`src/rtl/dispid_pkg.sv`:
```
package dispid_pkg;
  localparam int TBL_BYTES = 128;
  localparam int IDX_W     = $clog2(TBL_BYTES);
  localparam logic [IDX_W-1:0] CSUM_IDX = IDX_W'(TBL_BYTES - 1);

  typedef enum logic [2:0] {
    ST_IDLE, ST_ADDR, ST_AACK, ST_WDATA, ST_WACK, ST_RDATA, ST_RACK, ST_RNEXT
  } link_st_e;

  // Fixed identification content for every index except the checksum slot.
  function automatic logic [7:0] id_byte(input logic [IDX_W-1:0] idx,
                                         input logic [15:0] vendor,
                                         input logic [15:0] product);
    case (idx)
      IDX_W'(1), IDX_W'(2), IDX_W'(3),
      IDX_W'(4), IDX_W'(5), IDX_W'(6): id_byte = 8'hFF;
      IDX_W'(8):  id_byte = vendor[15:8];
      IDX_W'(9):  id_byte = vendor[7:0];
      IDX_W'(10): id_byte = product[7:0];
      IDX_W'(11): id_byte = product[15:8];
      IDX_W'(18): id_byte = 8'h01;
      IDX_W'(19): id_byte = 8'h03;
      default:    id_byte = 8'h00;
    endcase
  endfunction

  // Value that brings a running 8-bit sum to zero.
  function automatic logic [7:0] csum_close(input logic [7:0] partial);
    return 8'h00 - partial;
  endfunction
endpackage

```
`src/rtl/dispid_sync.sv`:
```
module dispid_sync #(
  parameter int STAGES = 2
) (
  input  logic clk,
  input  logic rst_n,
  input  logic scl_i,
  input  logic sda_i,
  output logic scl_s,
  output logic sda_s,
  output logic start_evt,
  output logic stop_evt,
  output logic scl_rise,
  output logic scl_fall
);
  logic [STAGES:0] scl_sh, sda_sh;
  logic scl_p, sda_p;

  always_ff @(posedge clk or negedge rst_n) begin
    if (!rst_n) begin
      scl_sh <= '1;
      sda_sh <= '1;
    end else begin
      scl_sh <= {scl_sh[STAGES-1:0], scl_i};
      sda_sh <= {sda_sh[STAGES-1:0], sda_i};
    end
  end

  assign scl_s = scl_sh[STAGES-1];
  assign sda_s = sda_sh[STAGES-1];
  assign scl_p = scl_sh[STAGES];
  assign sda_p = sda_sh[STAGES];

  assign start_evt = scl_s && scl_p && sda_p && !sda_s;
  assign stop_evt  = scl_s && scl_p && !sda_p && sda_s;
  assign scl_rise  = scl_s && !scl_p;
  assign scl_fall  = !scl_s && scl_p;
endmodule

```
`src/rtl/dispid_table.sv`:
```
module dispid_table
  import dispid_pkg::*;
#(
  parameter logic [15:0] VENDOR_CODE  = 16'h2C5A,
  parameter logic [15:0] PRODUCT_CODE = 16'h1234
) (
  input  logic             clk,
  input  logic             rst_n,
  input  logic [IDX_W-1:0] rd_idx,
  output logic [7:0]       rd_byte,
  output logic             ready
);
  logic [IDX_W-1:0] build_idx;
  logic [7:0]       acc, csum;
  logic [7:0]       acc_next;

  assign acc_next = acc + id_byte(build_idx, VENDOR_CODE, PRODUCT_CODE);

  always_ff @(posedge clk or negedge rst_n) begin
    if (!rst_n) begin
      build_idx <= '0;
      acc       <= '0;
      csum      <= '0;
      ready     <= 1'b0;
    end else if (!ready) begin
      acc <= acc_next;
      if (build_idx == CSUM_IDX - IDX_W'(1)) begin
        csum  <= csum_close(acc_next);
        ready <= 1'b1;
      end else begin
        build_idx <= build_idx + IDX_W'(1);
      end
    end
  end

  assign rd_byte = (rd_idx == CSUM_IDX) ? csum
                                        : id_byte(rd_idx, VENDOR_CODE, PRODUCT_CODE);

  // once built, the checksum and the ready flag never move again
  assert_csum_frozen_R4: assert property (@(posedge clk) disable iff (!rst_n)
    ready |=> (ready && $stable(csum)));
endmodule

```
`src/rtl/dispid_link.sv`:
```
module dispid_link
  import dispid_pkg::*;
#(
  parameter logic [6:0] DEV_ADDR = 7'h50
) (
  input  logic             clk,
  input  logic             rst_n,
  input  logic             ready,
  input  logic             scl_s,
  input  logic             sda_s,
  input  logic             start_evt,
  input  logic             stop_evt,
  input  logic             scl_rise,
  input  logic             scl_fall,
  input  logic [7:0]       tbl_byte,
  output logic [IDX_W-1:0] ptr,
  output logic             sda_oe
);
  link_st_e    st;
  logic [3:0]  bitcnt;
  logic [6:0]  shreg;
  logic        rw, ack_on;
  logic [7:0]  in_byte;
  logic        addr_done, addr_hit, wr_load, rd_load, rd_nack;

  assign in_byte   = {shreg, sda_s};
  assign addr_done = (st == ST_ADDR) && scl_rise && (bitcnt == 4'd7);
  assign addr_hit  = addr_done && ready && (in_byte[7:1] == DEV_ADDR);
  assign wr_load   = (st == ST_WDATA) && scl_rise && (bitcnt == 4'd7);
  assign rd_load   = scl_fall && (((st == ST_AACK) && ack_on && rw) || (st == ST_RNEXT));
  assign rd_nack   = (st == ST_RACK) && scl_rise && sda_s;

  always_ff @(posedge clk or negedge rst_n) begin
    if (!rst_n) begin
      st <= ST_IDLE; bitcnt <= '0; shreg <= '0; rw <= 1'b0; ack_on <= 1'b0; sda_oe <= 1'b0;
    end else if (start_evt) begin
      st <= ST_ADDR; bitcnt <= '0; ack_on <= 1'b0; sda_oe <= 1'b0;
    end else if (stop_evt) begin
      st <= ST_IDLE; ack_on <= 1'b0; sda_oe <= 1'b0;
    end else begin
      case (st)
        ST_ADDR: if (scl_rise) begin
          shreg  <= in_byte[6:0];
          bitcnt <= bitcnt + 4'd1;
          if (bitcnt == 4'd7) begin
            rw <= sda_s;
            st <= addr_hit ? ST_AACK : ST_IDLE;
          end
        end
        ST_AACK: if (scl_fall) begin
          if (!ack_on) begin
            sda_oe <= 1'b1; ack_on <= 1'b1;
          end else begin
            ack_on <= 1'b0; bitcnt <= '0;
            if (rw) begin
              shreg <= tbl_byte[6:0]; sda_oe <= ~tbl_byte[7]; st <= ST_RDATA;
            end else begin
              sda_oe <= 1'b0; st <= ST_WDATA;
            end
          end
        end
        ST_WDATA: if (scl_rise) begin
          shreg  <= in_byte[6:0];
          bitcnt <= bitcnt + 4'd1;
          if (bitcnt == 4'd7) st <= ST_WACK;
        end
        ST_WACK: if (scl_fall) begin
          if (!ack_on) begin
            sda_oe <= 1'b1; ack_on <= 1'b1;
          end else begin
            sda_oe <= 1'b0; ack_on <= 1'b0; bitcnt <= '0; st <= ST_WDATA;
          end
        end
        ST_RDATA: begin
          if (scl_rise) bitcnt <= bitcnt + 4'd1;
          if (scl_fall) begin
            if (bitcnt == 4'd8) begin
              sda_oe <= 1'b0; st <= ST_RACK;
            end else begin
              shreg <= {shreg[5:0], 1'b0}; sda_oe <= ~shreg[6];
            end
          end
        end
        ST_RACK: if (scl_rise) st <= sda_s ? ST_IDLE : ST_RNEXT;
        ST_RNEXT: if (scl_fall) begin
          shreg <= tbl_byte[6:0]; sda_oe <= ~tbl_byte[7]; bitcnt <= '0; st <= ST_RDATA;
        end
        default: ;
      endcase
    end
  end

  always_ff @(posedge clk or negedge rst_n) begin
    if (!rst_n)       ptr <= '0;
    else if (wr_load) ptr <= in_byte[IDX_W-1:0];
    else if (rd_load) ptr <= ptr + IDX_W'(1);
  end

  // silent while the checksum is still being built
  assert_quiet_busy_R2: assert property (@(posedge clk) disable iff (!rst_n)
    !ready |-> !sda_oe);
  // the target only starts pulling SDA while SCL is low
  assert_drive_scl_low_R11: assert property (@(posedge clk) disable iff (!rst_n)
    $rose(sda_oe) |-> !scl_s);
  // a wrong address leaves the line released and the link idle
  assert_foreign_addr_R1: assert property (@(posedge clk) disable iff (!rst_n)
    (addr_done && !addr_hit && !start_evt && !stop_evt) |=> (st == ST_IDLE && !sda_oe));
  // a controller NACK ends the read with SDA released
  assert_nack_release_R10: assert property (@(posedge clk) disable iff (!rst_n)
    (rd_nack && !start_evt && !stop_evt) |=> (st == ST_IDLE && !sda_oe));
  // a read step advances the pointer by exactly one, mod 128
  assert_ptr_step_R8: assert property (@(posedge clk) disable iff (!rst_n)
    rd_load |=> (ptr == $past(ptr) + IDX_W'(1)));
  // the pointer moves only by a write load or a read step
  assert_ptr_hold_R6: assert property (@(posedge clk) disable iff (!rst_n)
    !(wr_load || rd_load) |=> $stable(ptr));
endmodule

```
`src/rtl/dispid_i2c_target.sv`:
```
module dispid_i2c_target
  import dispid_pkg::*;
#(
  parameter logic [6:0]  DEV_ADDR     = 7'h50,
  parameter logic [15:0] VENDOR_CODE  = 16'h2C5A,
  parameter logic [15:0] PRODUCT_CODE = 16'h1234,
  parameter int          SYNC_STAGES  = 2
) (
  input  logic clk,
  input  logic rst_n,
  input  logic scl_i,
  input  logic sda_i,
  output logic sda_oe_o
);
  logic scl_s, sda_s, start_evt, stop_evt, scl_rise, scl_fall;
  logic ready;
  logic [7:0] tbl_byte;
  logic [IDX_W-1:0] ptr;

  dispid_sync #(.STAGES(SYNC_STAGES)) u_sync (
    .clk(clk), .rst_n(rst_n), .scl_i(scl_i), .sda_i(sda_i),
    .scl_s(scl_s), .sda_s(sda_s), .start_evt(start_evt), .stop_evt(stop_evt),
    .scl_rise(scl_rise), .scl_fall(scl_fall)
  );

  dispid_table #(.VENDOR_CODE(VENDOR_CODE), .PRODUCT_CODE(PRODUCT_CODE)) u_table (
    .clk(clk), .rst_n(rst_n), .rd_idx(ptr), .rd_byte(tbl_byte), .ready(ready)
  );

  dispid_link #(.DEV_ADDR(DEV_ADDR)) u_link (
    .clk(clk), .rst_n(rst_n), .ready(ready), .scl_s(scl_s), .sda_s(sda_s),
    .start_evt(start_evt), .stop_evt(stop_evt), .scl_rise(scl_rise), .scl_fall(scl_fall),
    .tbl_byte(tbl_byte), .ptr(ptr), .sda_oe(sda_oe_o)
  );
endmodule

```
`config.mk`:
```
export PLATFORM = sky130hd
export DESIGN_NAME = dispid_i2c_target
export DESIGN_NICKNAME = d
export VERILOG_FILES = /design/src/rtl/dispid_pkg.sv /design/src/rtl/dispid_sync.sv /design/src/rtl/dispid_table.sv /design/src/rtl/dispid_link.sv /design/src/rtl/dispid_i2c_target.sv
export SDC_FILE = /design/constraint.sdc
export NUM_CORES = 1
export LEC_CHECK = 0
export BUFFER_PORTS_ARGS = -buffer_cell sky130_fd_sc_hd__buf_2
export CAP_MARGIN = 20
export CORE_UTILIZATION = 50
export CTS_CLUSTER_SIZE = 25
export DETAILED_ROUTE_END_ITERATION = 7
export PLACE_DENSITY = 0.78
export SETUP_SLACK_MARGIN = 0.4
export SLEW_MARGIN = 20
export SYNTH_ARGS = -nofsm -noshare
export SYNTH_HDL_FRONTEND = slang
export SYNTH_SLANG_ARGS = --single-unit
export TNS_END_PERCENT = 1
```
`constraint.sdc`:
```
create_clock -name clk -period 4.35 [get_ports clk]
set_clock_uncertainty 0.2 [all_clocks]
set_input_delay 0 -clock clk [delete_from_list [all_inputs] [get_ports clk]]
set_output_delay 0 -clock clk [all_outputs]
set_load 0.1 [all_outputs]
```
Yosys cells after proc, flatten, opt, wreduce, memory -nomap -nowiden
Memory sizes are Yosys's and may differ from the RTL's.
Cells that the tools add are included.
{ "word_totals": {"register_bits": 54, "rom_bits": 512, "out_inout_bits": 1, "elab_cells": 157, "mem_count": 2} }
{ "op_classes": {"addsub": 5, "n_eq_ne": 36, "muxes": 54, "bitwise_logic": 6, "reduce_logical": 41} }
{ "mem_list": {"columns": ["memory", "depth", "width", "read_ports", "rd_ports_with_merged_regs", "write_ports", "line_no", "text"], "rows": [
  ["(name not given)", 32, 8, 1, 0, 0, "dispid_pkg.sv:14", "case (idx)"],
  ["(name not given)", 32, 8, 1, 0, 0, "dispid_pkg.sv:14", null]
]} }
{ "ops": {"columns": ["operator", "count"], "rows": [
  ["2-to-1 mux 7 bit", 9],
  ["2-to-1 mux 3 bit", 16],
  ["inequality test 4 x 3 -> 1 bit (second input constant)", 10],
  ["case mux 7 bit (4 select lines)", 1],
  ["2-to-1 mux 4 bit", 6],
  ["2-to-1 mux 8 bit", 3],
  ["== test 7 bit (second input constant)", 3],
  ["case mux 3 bit (7 select lines)", 1],
  ["logical AND 1 bit", 16],
  ["2-to-1 mux 1 bit", 15],
  ["adder 7 x 1 -> 7 bit (second input constant)", 2],
  ["AND reduction 13 bit", 1],
  ["== test 3 bit (second input constant)", 4],
  ["inequality test 2 x 1 -> 1 bit (second input constant)", 6],
  ["case mux 4 bit (3 select lines)", 1],
  ["AND reduction 10 bit", 1],
  ["AND reduction 5 bit", 2],
  ["inequality test 3 x 1 -> 1 bit (second input constant)", 3],
  ["nonzero test 9 bit", 1],
  ["adder 8 bit", 1],
  ["inequality test 4 bit (second input constant)", 2],
  ["nonzero test 4 bit", 2],
  ["subtractor 1 x 8 -> 8 bit (first input constant)", 1],
  ["== test 3 x 2 -> 1 bit (second input constant)", 2],
  ["19 further kinds", 33]
]} }

Logic depth before layout (Yosys ltp)
Gate-level depths: netlist of run 1.
{ "depth": {"ltp_word": 12, "ltp_mapped": 16, "mapped_depth_nobuf": 16} }

Hierarchy
From an unflattened synthesis of run 1, not the netlist that was laid out.
{ "hier_totals": {"cells_unflattened": 375, "area_unflattened_um2": 3569.7} }
{ "modules_own_cells": {"columns": ["module", "n_inst", "cells_per_inst", "area_each_um2", "seq_area_each_um2"], "rows": [
  ["dispid_table", 1, 191, 1690.4, 600.6],
  ["dispid_link", 1, 174, 1686.6, 600.6],
  ["dispid_sync", 1, 10, 192.7, 157.7]
]} }

Worst setup path after synthesis of run 1
No wires, ideal clock.
{ "synth_path": {"kind": "flip-flop to flip-flop", "start": "register u_table.build_idx[0]", "end": "register u_table.csum[7]", "setup_ns": 0.132, "arrival_time_ns": 3.073, "t_required_ns": 4.018, "slack_ns": 0.945, "stages_incl_launch_ff": 16, "n_path_buf": 0, "synth_period_minus_slack_ns": 3.405, "cell_sequence": "dfrtp_1 -> inv_1 -> ha_1 -> mux2i_1 -> nand2b_1 -> a2111oi_0 -> ha_1 -> inv_1 -> fa_1 -> nand2b_1 -> a21oi_1 -> nor4_1 -> a311oi_1 -> nand3_1 -> xnor2_1 -> o21ai_1"} }
{ "synth_via": {"elab_chain_len": 4} }
{ "synth_rtl": {"columns": ["item", "line_no", "text"], "rows": [
  ["from (decl)", "dispid_table.sv:13", "logic [IDX_W-1:0] build_idx;"],
  ["from (signal assigned)", "dispid_table.sv:31", "build_idx <= build_idx + IDX_W'(1);"],
  ["memory read (32 x 8 bit)", null, null],
  ["2-to-1 mux 8 bit", "dispid_pkg.sv:14", null],
  ["adder 8 bit", "dispid_table.sv:17", "assign acc_next = acc + id_byte(build_idx, VENDOR_CODE, PRODUCT_CODE);"],
  ["subtractor 1 x 8 -> 8 bit", "dispid_pkg.sv:29", "return 8'h00 - partial;"],
  ["to (signal assigned)", "dispid_table.sv:28", "csum <= csum_close(acc_next);"],
  ["to (decl)", "dispid_table.sv:14", "logic [7:0] acc, csum;"]
]} }
Several ways; a longest one is shown, not always the timed one.
A chain may end at the register's enable or synchronous reset.

Worst setup path after layout of run 1
{ "layout_path": {"start": "register u_table.build_idx[1]", "end": "register u_table.csum[7]"} }
The elaborated chain is that of the path after synthesis.

==> impl_metrics.env, run 1 <==
export IMPL_leakagePower_nw=1.55
export IMPL_drtIter0Drc=164
export IMPL_worst_r2r_cell_count=15
export IMPL_grt_remaining_overflow=0
export IMPL_netlist_instances=394
export IMPL_tightestPinTransition_ps=868
export IMPL_h_tree_depth=2
export IMPL_antenna_left=0
export IMPL_grt_usage_pct=19.6
export IMPL_clk_latency_ps=310
export IMPL_clk_pin_slew_worst_paths_ps=100
export IMPL_place_congestion=0.923
export IMPL_r2r_start="u_table.build_idx[1]"
export IMPL_grt_pass1_wl_mm=11.5
export IMPL_synthDistinctLibCells=63
export IMPL_cts_buffers=5
export IMPL_vdd_ir_drop_max_mv=0.133
export IMPL_clock_path_buffers=2
export IMPL_rsz0062_at_grt="no"
export IMPL_firstDrtPassIters=5
export IMPL_status="finished, final reports clean"
export IMPL_via_per_inst=5.60
export IMPL_cts_sinks=54
export IMPL_register_area_um2=1360
export IMPL_io_buffers=4
export IMPL_cp_required_ps=4330
export IMPL_final_max_slew_violation_count=0
export IMPL_critical_path_startpoint_type="flop"
export IMPL_yosysWarnings=0
export IMPL_fillers=617
export IMPL_routed_wl_mm=6.92
export IMPL_cts_tree="done"
export IMPL_tns_ps=0
export IMPL_regToRegSetupSlack_ps=710
export IMPL_timing_fmax_mhz=275
export IMPL_ys_flop_type="dfrtp_1"
export IMPL_vias=2732
export IMPL_initial_utilization_pct=51.8
export IMPL_num_io_pins=5
export IMPL_timing_rr_end="u_table.csum[7]"
export IMPL_area_growth_pct=5.44
export IMPL_ys_seq_area_share_pct=38.6
export IMPL_drcViolationCount=0
export IMPL_ys_seq_elements=54
export IMPL_layout_drive_gt1_share_pct=9.95
export IMPL_rows=30
export IMPL_worstSetupEndpointType="flop"
export IMPL_maxCapViolCount=0
export IMPL_syn_area_um2=3520
export IMPL_die_h_um=85.9
export IMPL_dieArea_um2=7380
export IMPL_antenna_found_initial=0
export IMPL_hold_viol_final=0
export IMPL_grt_pass1_vias=2455
export IMPL_root_buffer="clkbuf_8"
export IMPL_syn_nets=419
export IMPL_syn_avg_cell_area_um2=8.94
export IMPL_relSlewSlack_pct=41.9
export IMPL_wl_per_cell_um=14.2
export IMPL_power_mw=0.940
export IMPL_core_area_um2=6790
export IMPL_synth_edf_count=0
export IMPL_dp_hpwl_mm=5.06
export IMPL_period_minus_slack_ps=3640
export IMPL_diodes=0
export IMPL_fin_crit_sh_pct=83.6
export IMPL_nNetsFinal=416
export IMPL_postCtsSetupBuffers=0
export IMPL_setup_violations=0
export IMPL_power_density_nw_per_um2=253
export IMPL_async_flop_share_pct=100
export IMPL_die_w_um=85.9
export IMPL_critPathKind="reg -> reg"
export IMPL_cp_max_fo=6
export IMPL_hp_class="in -> async"
export IMPL_worstPathArrival_ps=3620
export IMPL_multi_input_area_um2=2010
export IMPL_grt_max_degree=55
where the power goes:
group | internal (mW) | switching, mW | total, mW | leakage (nW)
registers | 0.527 | 0.0324 | 0.560 | 0.693
logic | 0.0367 | 0.0519 | 0.0886 | 0.813
clock network | 0.129 | 0.163 | 0.292 | 0.0482
cell families (layout without fill, tap and decap cells):
group,after synthesis,after routing,synth area share [%]
muxes,14,14,4.30
xor gates and xnor gates,24,24,6.50
buffers and inverters,36,34,4.48
AOI/OAI and AO/OA,99,99,18.0
and+or+nand+nor,146,146,20.5
adders and majority gates,21,21,7.68
DFF,54,54,38.6
cells in the final DEF (no fill, tap or decap), types with 4 or more instances in the layout:
master / n
and2_1: 5
ha_1: 20
nand2b_1: 6
xor2_1: 9
inv_1: 16
o21ai_1: 15
nand2_1: 51
dfstp_2: 6
o21ai_0: 24
dfrtp_1: 47
nor3_1: 11
nand3_1: 9
buf_2: 4
o21a_1: 5
nor2b_1: 8
clkbuf_8: 6
mux2i_1: 5
nor2_1: 31
nand4_1: 4
mux2_2: 7
a21oi_1: 27
xnor2_1: 14
cell type report:
class | count | area share (%)
Inverter | 17 | 1.72
Multi-Input combinational cell | 304 | 54.2
Clock inverter | 1 | 0.135
Sequential cell | 54 | 36.6
Timing Repair Buffer | 9 | 1.75
Tap cell | 96 | 3.24
Clock buffer | 7 | 2.33
worst max-delay path by stage:
stage          cells past startpoint         endpoint                  from
4_1_cts                           15  u_table.csum[7]  u_table.build_idx[0]
5_1_grt                           15  u_table.csum[7]  u_table.build_idx[0]
3_3_place_gp                      15  u_table.csum[7]  u_table.build_idx[0]
6_report                          15  u_table.csum[7]  u_table.build_idx[1]
2_1_floorplan                     15  u_table.csum[7]  u_table.build_idx[0]
3_5_place_dp                      15  u_table.csum[7]  u_table.build_idx[0]
state kept, by name, indices dropped and copies added, names as in the netlist:
signal,flops
u_table.ready,1
u_table.csum,8
u_link.ack_on,1
u_link.bitcnt,4
u_link.st,3
u_sync.scl_sh,3
u_link.ptr,7
u_link.sda_oe,1
u_sync.sda_sh,3
u_table.build_idx,7
u_table.acc,8
u_link.rw,1
u_link.shreg,7
synthesized netlist by cell type, types with 3 or more instances:
library cell	instances	area, um^2
nand2_1	51	191
dfrtp_1	48	1200
nor2_1	31	116
a21oi_1	27	135
o21ai_0	24	120
ha_1	20	250
inv_1	16	60.1
o21ai_1	15	75.1
xnor2_1	14	123
nor3_1	11	55.1
clkbuf_1	9	33.8
nand3_1	9	45.0
xor2_1	9	78.8
nor2b_1	8	50.1
mux2_2	7	78.8
buf_2	6	30.0
dfstp_2	6	158
nand2b_1	6	37.5
and2_1	5	31.3
mux2i_1	5	50.1
o21a_1	5	37.5
nand4_1	4	25.0
nor3b_1	3	22.5
nor4_1	3	18.8
or3_1	3	18.8
layer usage:
metal	share of wire [%]	track usage [%]	up-vias
li1	-	-	1374
met1	47	27.2	1299
met2	48	32.0	52
met3	3.4	2.69	7
met4	0.98	5.76	0
met5	0	0	-
worst max-delay path, stage by stage (launching register included):
cell and delay [ps]:
dfrtp_1 450, inv_1 120, ha_1 210, mux2i_1 200, nand2b_1 80, a2111oi_1 360, ha_1 250, inv_1 60
fa_1 400, nand2b_1 180, a21oi_1 220, nor4_1 90, a311oi_2 330, nand3_1 140, xnor2_1 170, o21ai_1 70
timing repair:
| action | CTS | global route |
|---|---|---|
| hold buffers | 3 | 0 |
| endpoints found under the setup margin | 0 | 3 |
| gates resized for setup | 0 | 3 |
| endpoints found under the hold margin | 50 | 0 |
stage by stage:
| stage | area [um^2] | hold WS, ps | utilization [%] | worst slack (ps) | std cells |
|---|---|---|---|---|---|
| final | 3710 | 118 | 54.6 | 712 | 488 |
| after global routing | 3710 | 146 | 54.6 | 392 | 488 |
| after CTS | 3700 | 127 | 54.5 | 535 | 488 |
| after detailed placement | 3580 | -93.5 | 52.7 | 574 | 477 |
| after global placement | 3580 | -94.5 | 52.7 | 746 | 477 |
| after floorplan | 3520 | -496 | - | 945 | 394 |
No activity file was read; power rests on OpenSTA's default activity.
==> run 2, diff against run 1 <==
- PLACE_DENSITY: 0.78 -> 0.8
- clock period: 4.35 -> 3.3 ns (I/O delays scaled with it)
==> run 2 against run 1 <==
Net effect:
- the flow now finishes with violations (negative setup slack)
- non-clock buffer count rose by 30
- clock power increased by 39%
- routed wire length grew 14%
- via count is 7.5% higher
- power is 35% higher
- global-route usage up 2.4 points
- final cell count grew 6.1%
- sequential share of layout area shrank 3.4 points
- first-iteration DRC count up 25%
- combinational power is 39% higher
- critical path type unchanged
- largest power group unchanged
==> impl_metrics.env, run 2 (synthesized netlist as in run 1, its figures left out) <==
export IMPL_die_h_um=85.9
export IMPL_grt_usage_pct=22.0
export IMPL_root_buffer="clkbuf_8"
export IMPL_leakagePower_nw=1.72
export IMPL_dieArea_um2=7380
export IMPL_vias=2938
export IMPL_routed_wl_mm=7.90
export IMPL_clock_path_buffers=2
export IMPL_dp_cells=494
export IMPL_cts_sinks=54
export IMPL_grt_remaining_overflow=0
export IMPL_power_density_nw_per_um2=311
export IMPL_maxCapViolCount=0
export IMPL_place_congestion=0.869
export IMPL_failed_checks="negative setup slack"
export IMPL_grt_pass1_vias=2684
export IMPL_wl_met1_mm=3.62
export IMPL_final_max_slew_violation_count=0
export IMPL_grt_max_degree=35
export IMPL_nNetsFinal=446
export IMPL_drtIter0Drc=205
export IMPL_fin_crit_sh_pct=100
export IMPL_vdd_ir_drop_max_mv=0.215
export IMPL_die_w_um=85.9
export IMPL_layout_drive_gt1_share_pct=22.7
export IMPL_initial_utilization_pct=51.8
export IMPL_cts_buffers=5
export IMPL_wl_per_cell_um=15.3
export IMPL_timing_fmax_mhz=302
export IMPL_fin_ws_ps=-11.4
export IMPL_final_cell_mix="50 x nand2_1, 48 x dfrtp_1, 31 x nor2_1, 31 x buf_4, 23 x a21oi_1"
export IMPL_clk_pin_slew_worst_paths_ps=110
export IMPL_p_int_mw=0.903
export IMPL_cp_max_fo=4
export IMPL_num_io_pins=5
export IMPL_met3_length_um=264
export IMPL_setup_violations=2
export IMPL_relSlewSlack_pct=38.0
export IMPL_clk_latency_ps=320
export IMPL_period_minus_slack_ps=3310
export IMPL_dpl_cell_area_um2=3730
export IMPL_power_mw=1.27
export IMPL_critical_path_startpoint_type="flop"
export IMPL_maxUsedRoutingLayer="met4"
export IMPL_met2_length_mm=3.93
export IMPL_rows=30
export IMPL_worstPathArrival_ps=3310
export IMPL_combinationalPowerShare_pct=9.7
export IMPL_rsz0062_at_grt="yes"
export IMPL_worstSetupEndpointType="flop"
export IMPL_antenna_found_initial=0
export IMPL_regToRegSetupSlack_ps=-10
export IMPL_cp_required_ps=3300
export IMPL_final_cells=518
export IMPL_tightestPinTransition_ps=928
export IMPL_r2r_start="u_table.build_idx[1]"
export IMPL_grt_pass1_wl_mm=12.8
export IMPL_timing_rr_end="u_table.csum[7]"
export IMPL_fillers=579
export IMPL_reg_top3="u_table.acc (8), u_table.csum (8)"
export IMPL_whs_ps=67.0
export IMPL_swShare_pct=28.9
export IMPL_hold_viol_final=0
export IMPL_drcViolationCount=0
export IMPL_register_area_um2=1360
export IMPL_tns_ps=-13.2
export IMPL_multi_input_area_um2=2160
export IMPL_power_frac_clock_pct=32.0
export IMPL_power_frac_seq_pct=58.3
export IMPL_io_buffers=4
export IMPL_final_cell_area_um2=4090
export IMPL_critPathKind="reg -> reg"
export IMPL_diodes=0
export IMPL_h_tree_depth=2
export IMPL_firstDrtPassIters=4
export IMPL_via_per_inst=5.67
export IMPL_layout_commonest_cell="nand2_1"
export IMPL_switching_power_mw=0.368
export IMPL_antenna_left=0
export IMPL_hp_class="in -> async"
export IMPL_worst_r2r_cell_count=15
export IMPL_status="finished, violations left"
export IMPL_cts_tree="done"
export IMPL_core_area_um2=6790
export IMPL_dp_hpwl_mm=5.39
export IMPL_area_growth_pct=16.3
## run 2: cell count changes in the layout (fill, tap and decap cells not counted), sizes merged
| cell | before | now |
|---|---|---|
| clkbuf | 7 | 5 |
| buf | 6 | 35 |
| clkinv | 2 | 3 |
| inv | 16 | 17 |
| dlygate4sd3 | 3 | 4 |
## run 2: repair_timing
item	4_1_cts	5_1_grt
hold buffers	4	0
resized for setup	6	23
cloned	0	0
setup buffers	5	7
hold endpoints to repair	50	0
endpoints found under the setup margin	11	12
pin swaps	9	18
## run 2: cell type report
class / count / share of cell area, %
clock buffers: 5 / 1.68
clock inverters: 3 / 0.703
inverters: 17 / 1.56
multi-input cells: 304 / 52.8
flip-flops and latches: 54 / 33.2
well taps: 96 / 2.93
repair buffers: 39 / 7.15
## run 2: layer usage
layer | vias up | GRT usage [%]
li1 | 1435 | -
met1 | 1431 | 29.5
met2 | 62 | 36.4
met3 | 10 | 4.43
met4 | 0 | 5.76
met5 | - | 0
## run 2: worst max path at each step
stage               slack [ps]                 start         endpoint  cells after the start
floorplan                   40  u_table.build_idx[0]  u_table.csum[7]                     15
global placement            50  u_table.build_idx[0]  u_table.csum[7]                     16
detailed placement        -110  u_table.build_idx[0]  u_table.csum[7]                     16
CTS                         20  u_table.build_idx[1]  u_table.csum[7]                     15
global route              -140  u_table.build_idx[1]  u_table.csum[7]                     15
finish                     -10  u_table.build_idx[1]  u_table.csum[7]                     15
## run 2: power groups by stage
stage                     sequential [mW]  combinational (mW)  clock [mW]
after CTS                           0.740               0.125       0.419
after floorplan                     0.734              0.0896           0
final                               0.741               0.123       0.407
after detailed placement            0.753               0.122           0
after global routing                0.746               0.142       0.446
after global placement              0.749               0.114           0
## run 2: critical path: stages, from the launching register on
cell and delay, ps:
dfrtp_1 430, inv_2 70, ha_4 160, mux2i_2 180
nand2b_1 130, a2111oi_4 320, ha_2 240, inv_2 40
fa_2 340, nand2b_4 170, a21oi_2 190, xor2_2 130
nor3_2 240, nand3_1 130, xnor2_1 160, o21ai_1 70
## run 2: stage by stage
step / util [%] / setup WS, ps
6_report: 60.3 / -11.4
2_1_floorplan: - / 42.3
5_1_grt: 60.3 / -137
3_5_place_dp: 55.0 / -110
4_1_cts: 57.9 / 17.7
3_3_place_gp: 55.0 / 46.8
==> run 3, diff against run 2 <==
- CAP_MARGIN: 20 -> 15
- CTS_BUF_LIST: default -> sky130_fd_sc_hd__clkbuf_4
==> run 3 against run 2 <==
Net effect:
- the run ends with negative hold slack, negative setup slack left
- clock-buffer cell count did not move
- non-clock buffer count fell by 5
- power fell by 6.0%
- critical path depth did not move
- setup slack got worse by 7.6 ps
- die area did not move
- critical endpoint unchanged
- largest power group unchanged
==> impl_metrics.env, run 3 (synthesized netlist as in run 1, its figures left out) <==
export IMPL_failed_checks="negative hold slack, negative setup slack"
export IMPL_root_buffer="clkbuf_4"
export IMPL_r2r_start="u_table.build_idx[1]"
export IMPL_dpl_cell_area_um2=3730
export IMPL_clk_latency_ps=400
export IMPL_critical_path_startpoint_type="flop"
export IMPL_die_h_um=85.9
export IMPL_critPathSlowestCell="dfrtp_1"
export IMPL_antenna_left=0
export IMPL_grt_pass1_vias=2699
export IMPL_via_per_inst=5.66
export IMPL_setup_violations=1
export IMPL_power_mw=1.20
export IMPL_firstDrtPassIters=4
export IMPL_worstSetupEndpointType="flop"
export IMPL_grt_remaining_overflow=0
export IMPL_clk_pin_slew_worst_paths_ps=170
export IMPL_power_density_nw_per_um2=299
export IMPL_cp_required_ps=3390
export IMPL_relSlewSlack_pct=36.4
export IMPL_p_int_mw=0.838
export IMPL_dp_hpwl_mm=5.39
export IMPL_leakagePower_nw=1.68
export IMPL_swShare_pct=29.9
export IMPL_area_growth_pct=13.6
export IMPL_routed_wl_mm=7.81
export IMPL_clock_path_buffers=2
export IMPL_combinationalPowerShare_pct=10.3
export IMPL_grt_usage_pct=21.8
export IMPL_num_io_pins=5
export IMPL_tightestPinTransition_ps=951
export IMPL_drcViolationCount=0
export IMPL_die_w_um=85.9
export IMPL_power_frac_seq_pct=62.1
export IMPL_status="finished, violations left"
export IMPL_cp_max_fo=4
export IMPL_core_area_um2=6790
export IMPL_power_frac_clock_pct=27.6
export IMPL_final_max_slew_violation_count=0
export IMPL_hold_viol_final=27
export IMPL_timing_rr_end="u_table.csum[7]"
export IMPL_fillers=601
export IMPL_h_tree_depth=2
export IMPL_whs_ps=-22.1
export IMPL_startpoint="u_table.build_idx[1]"
export IMPL_reg_top3="u_table.acc (8), u_table.csum (8)"
export IMPL_io_buffers=4
export IMPL_max_stage_delay_ps=440
export IMPL_timing_fmax_mhz=301
export IMPL_layout_drive_gt1_share_pct=20.6
export IMPL_layout_commonest_cell="nand2_1"
export IMPL_crit_chain="inv_2 -> ha_4 -> mux2i_2 -> nand2b_1 -> a2111oi_4 -> ha_2 -> inv_2 -> fa_2 -> nand2b_4 -> a21oi_2 -> xor2_1 -> nor3_2 -> nand3_1 -> xnor2_1 -> o21ai_1"
export IMPL_path_common_cell="inv_2"
export IMPL_grt_pass1_wl_mm=12.7
export IMPL_diodes=0
export IMPL_final_cell_mix="50 x nand2_1, 48 x dfrtp_1, 31 x nor2_1, 26 x buf_4, 23 x a21oi_1"
export IMPL_wl_per_cell_um=15.2
export IMPL_drtIter0Drc=170
export IMPL_dieArea_um2=7380
export IMPL_vdd_ir_drop_max_mv=0.195
export IMPL_fin_crit_sh_pct=101
export IMPL_antenna_found_initial=0
export IMPL_worst_r2r_cell_count=15
export IMPL_final_cell_area_um2=4000
export IMPL_critPathKind="reg -> reg"
export IMPL_rows=30
export IMPL_rsz0062_at_grt="yes"
export IMPL_cts_sinks=54
export IMPL_dpl_worst_slack_ps=-110
export IMPL_period_minus_slack_ps=3320
export IMPL_worstPathArrival_ps=3410
export IMPL_endpoint="u_table.csum[7]"
export IMPL_cts_buffers=5
export IMPL_initial_utilization_pct=51.8
export IMPL_switching_power_mw=0.358
export IMPL_maxCapViolCount=0
export IMPL_cts_tree="done"
export IMPL_regToRegSetupSlack_ps=-20
export IMPL_place_congestion=0.869
export IMPL_grt_max_degree=35
export IMPL_fin_ws_ps=-18.9
export IMPL_vias=2905
export IMPL_hp_class="in -> async"
export IMPL_nNetsFinal=441
run 3: metrics by stage:
step	util, %	TNS, ps	cells
floorplan	-	0	394
global placement	55.0	0	494
detailed placement	55.0	-222	494
CTS	57.5	0	511
global route	58.9	-802	513
finish	58.9	-18.9	513
run 3: critical path: cells and delay by family, from the launching register on:
kind	cells	cell delay (ps)
adders and majority gates	3	750
and+or+nand+nor	4	720
AOI/OAI and AO/OA	3	540
DFF	1	440
xor gates and xnor gates	2	300
muxes	1	170
buffers and inverters	2	120
run 3: area by class of cell:
cell class                 count  area (um^2)  share of cell area (%)
tap                           96          120                    3.00
multi-input combinational    304         2130                    53.4
clock buffer                   5         37.5                   0.939
clock inverter                 3         28.8                   0.720
sequential                    54         1360                    34.0
timing repair buffer          34          255                    6.38
inverter                      17         63.8                    1.60
run 3: worst min path at each step:
stage / slack [ps] / from / endpoint / cells past startpoint
4_1_cts: 10 / rst_n / u_table.csum[0] / 3
3_3_place_gp: -210 / rst_n / u_link.ptr[3] / 1
5_1_grt: 20 / sda_i / u_sync.sda_sh[0] / 2
6_report: -20 / rst_n / u_link.st[2] / 3
2_1_floorplan: -500 / rst_n / u_link.ack_on / 0
3_5_place_dp: -200 / rst_n / u_link.ptr[3] / 1
run 3: per-layer routing:
metal	track usage (%)	routed length [um]	part of all wire, %	vias to the layer above
met5	0	0	0	-
met4	6.21	148	1.9	0
met3	3.56	299	3.8	14
met2	36.7	3840	49	68
met1	29.1	3520	45	1400
li1	-	-	-	1423
run 3: power by group through the flow:
| stage | registers (mW) | logic, mW | clock network, mW |
|---|---|---|---|
| floorplan | 0.734 | 0.0896 | 0 |
| global placement | 0.749 | 0.114 | 0 |
| detailed placement | 0.753 | 0.122 | 0 |
| CTS | 0.741 | 0.126 | 0.339 |
| global route | 0.747 | 0.141 | 0.363 |
| finish | 0.742 | 0.124 | 0.330 |
run 3: what timing repair did:
action                                  in CTS  in global routing
gates cloned                                 0                  0
resized for setup                            6                 17
pin swaps                                    9                  3
endpoints found under the setup margin      11                 12
setup buffers                                5                  2
endpoints found under the hold margin       50                  0
hold buffers                                 4                  0
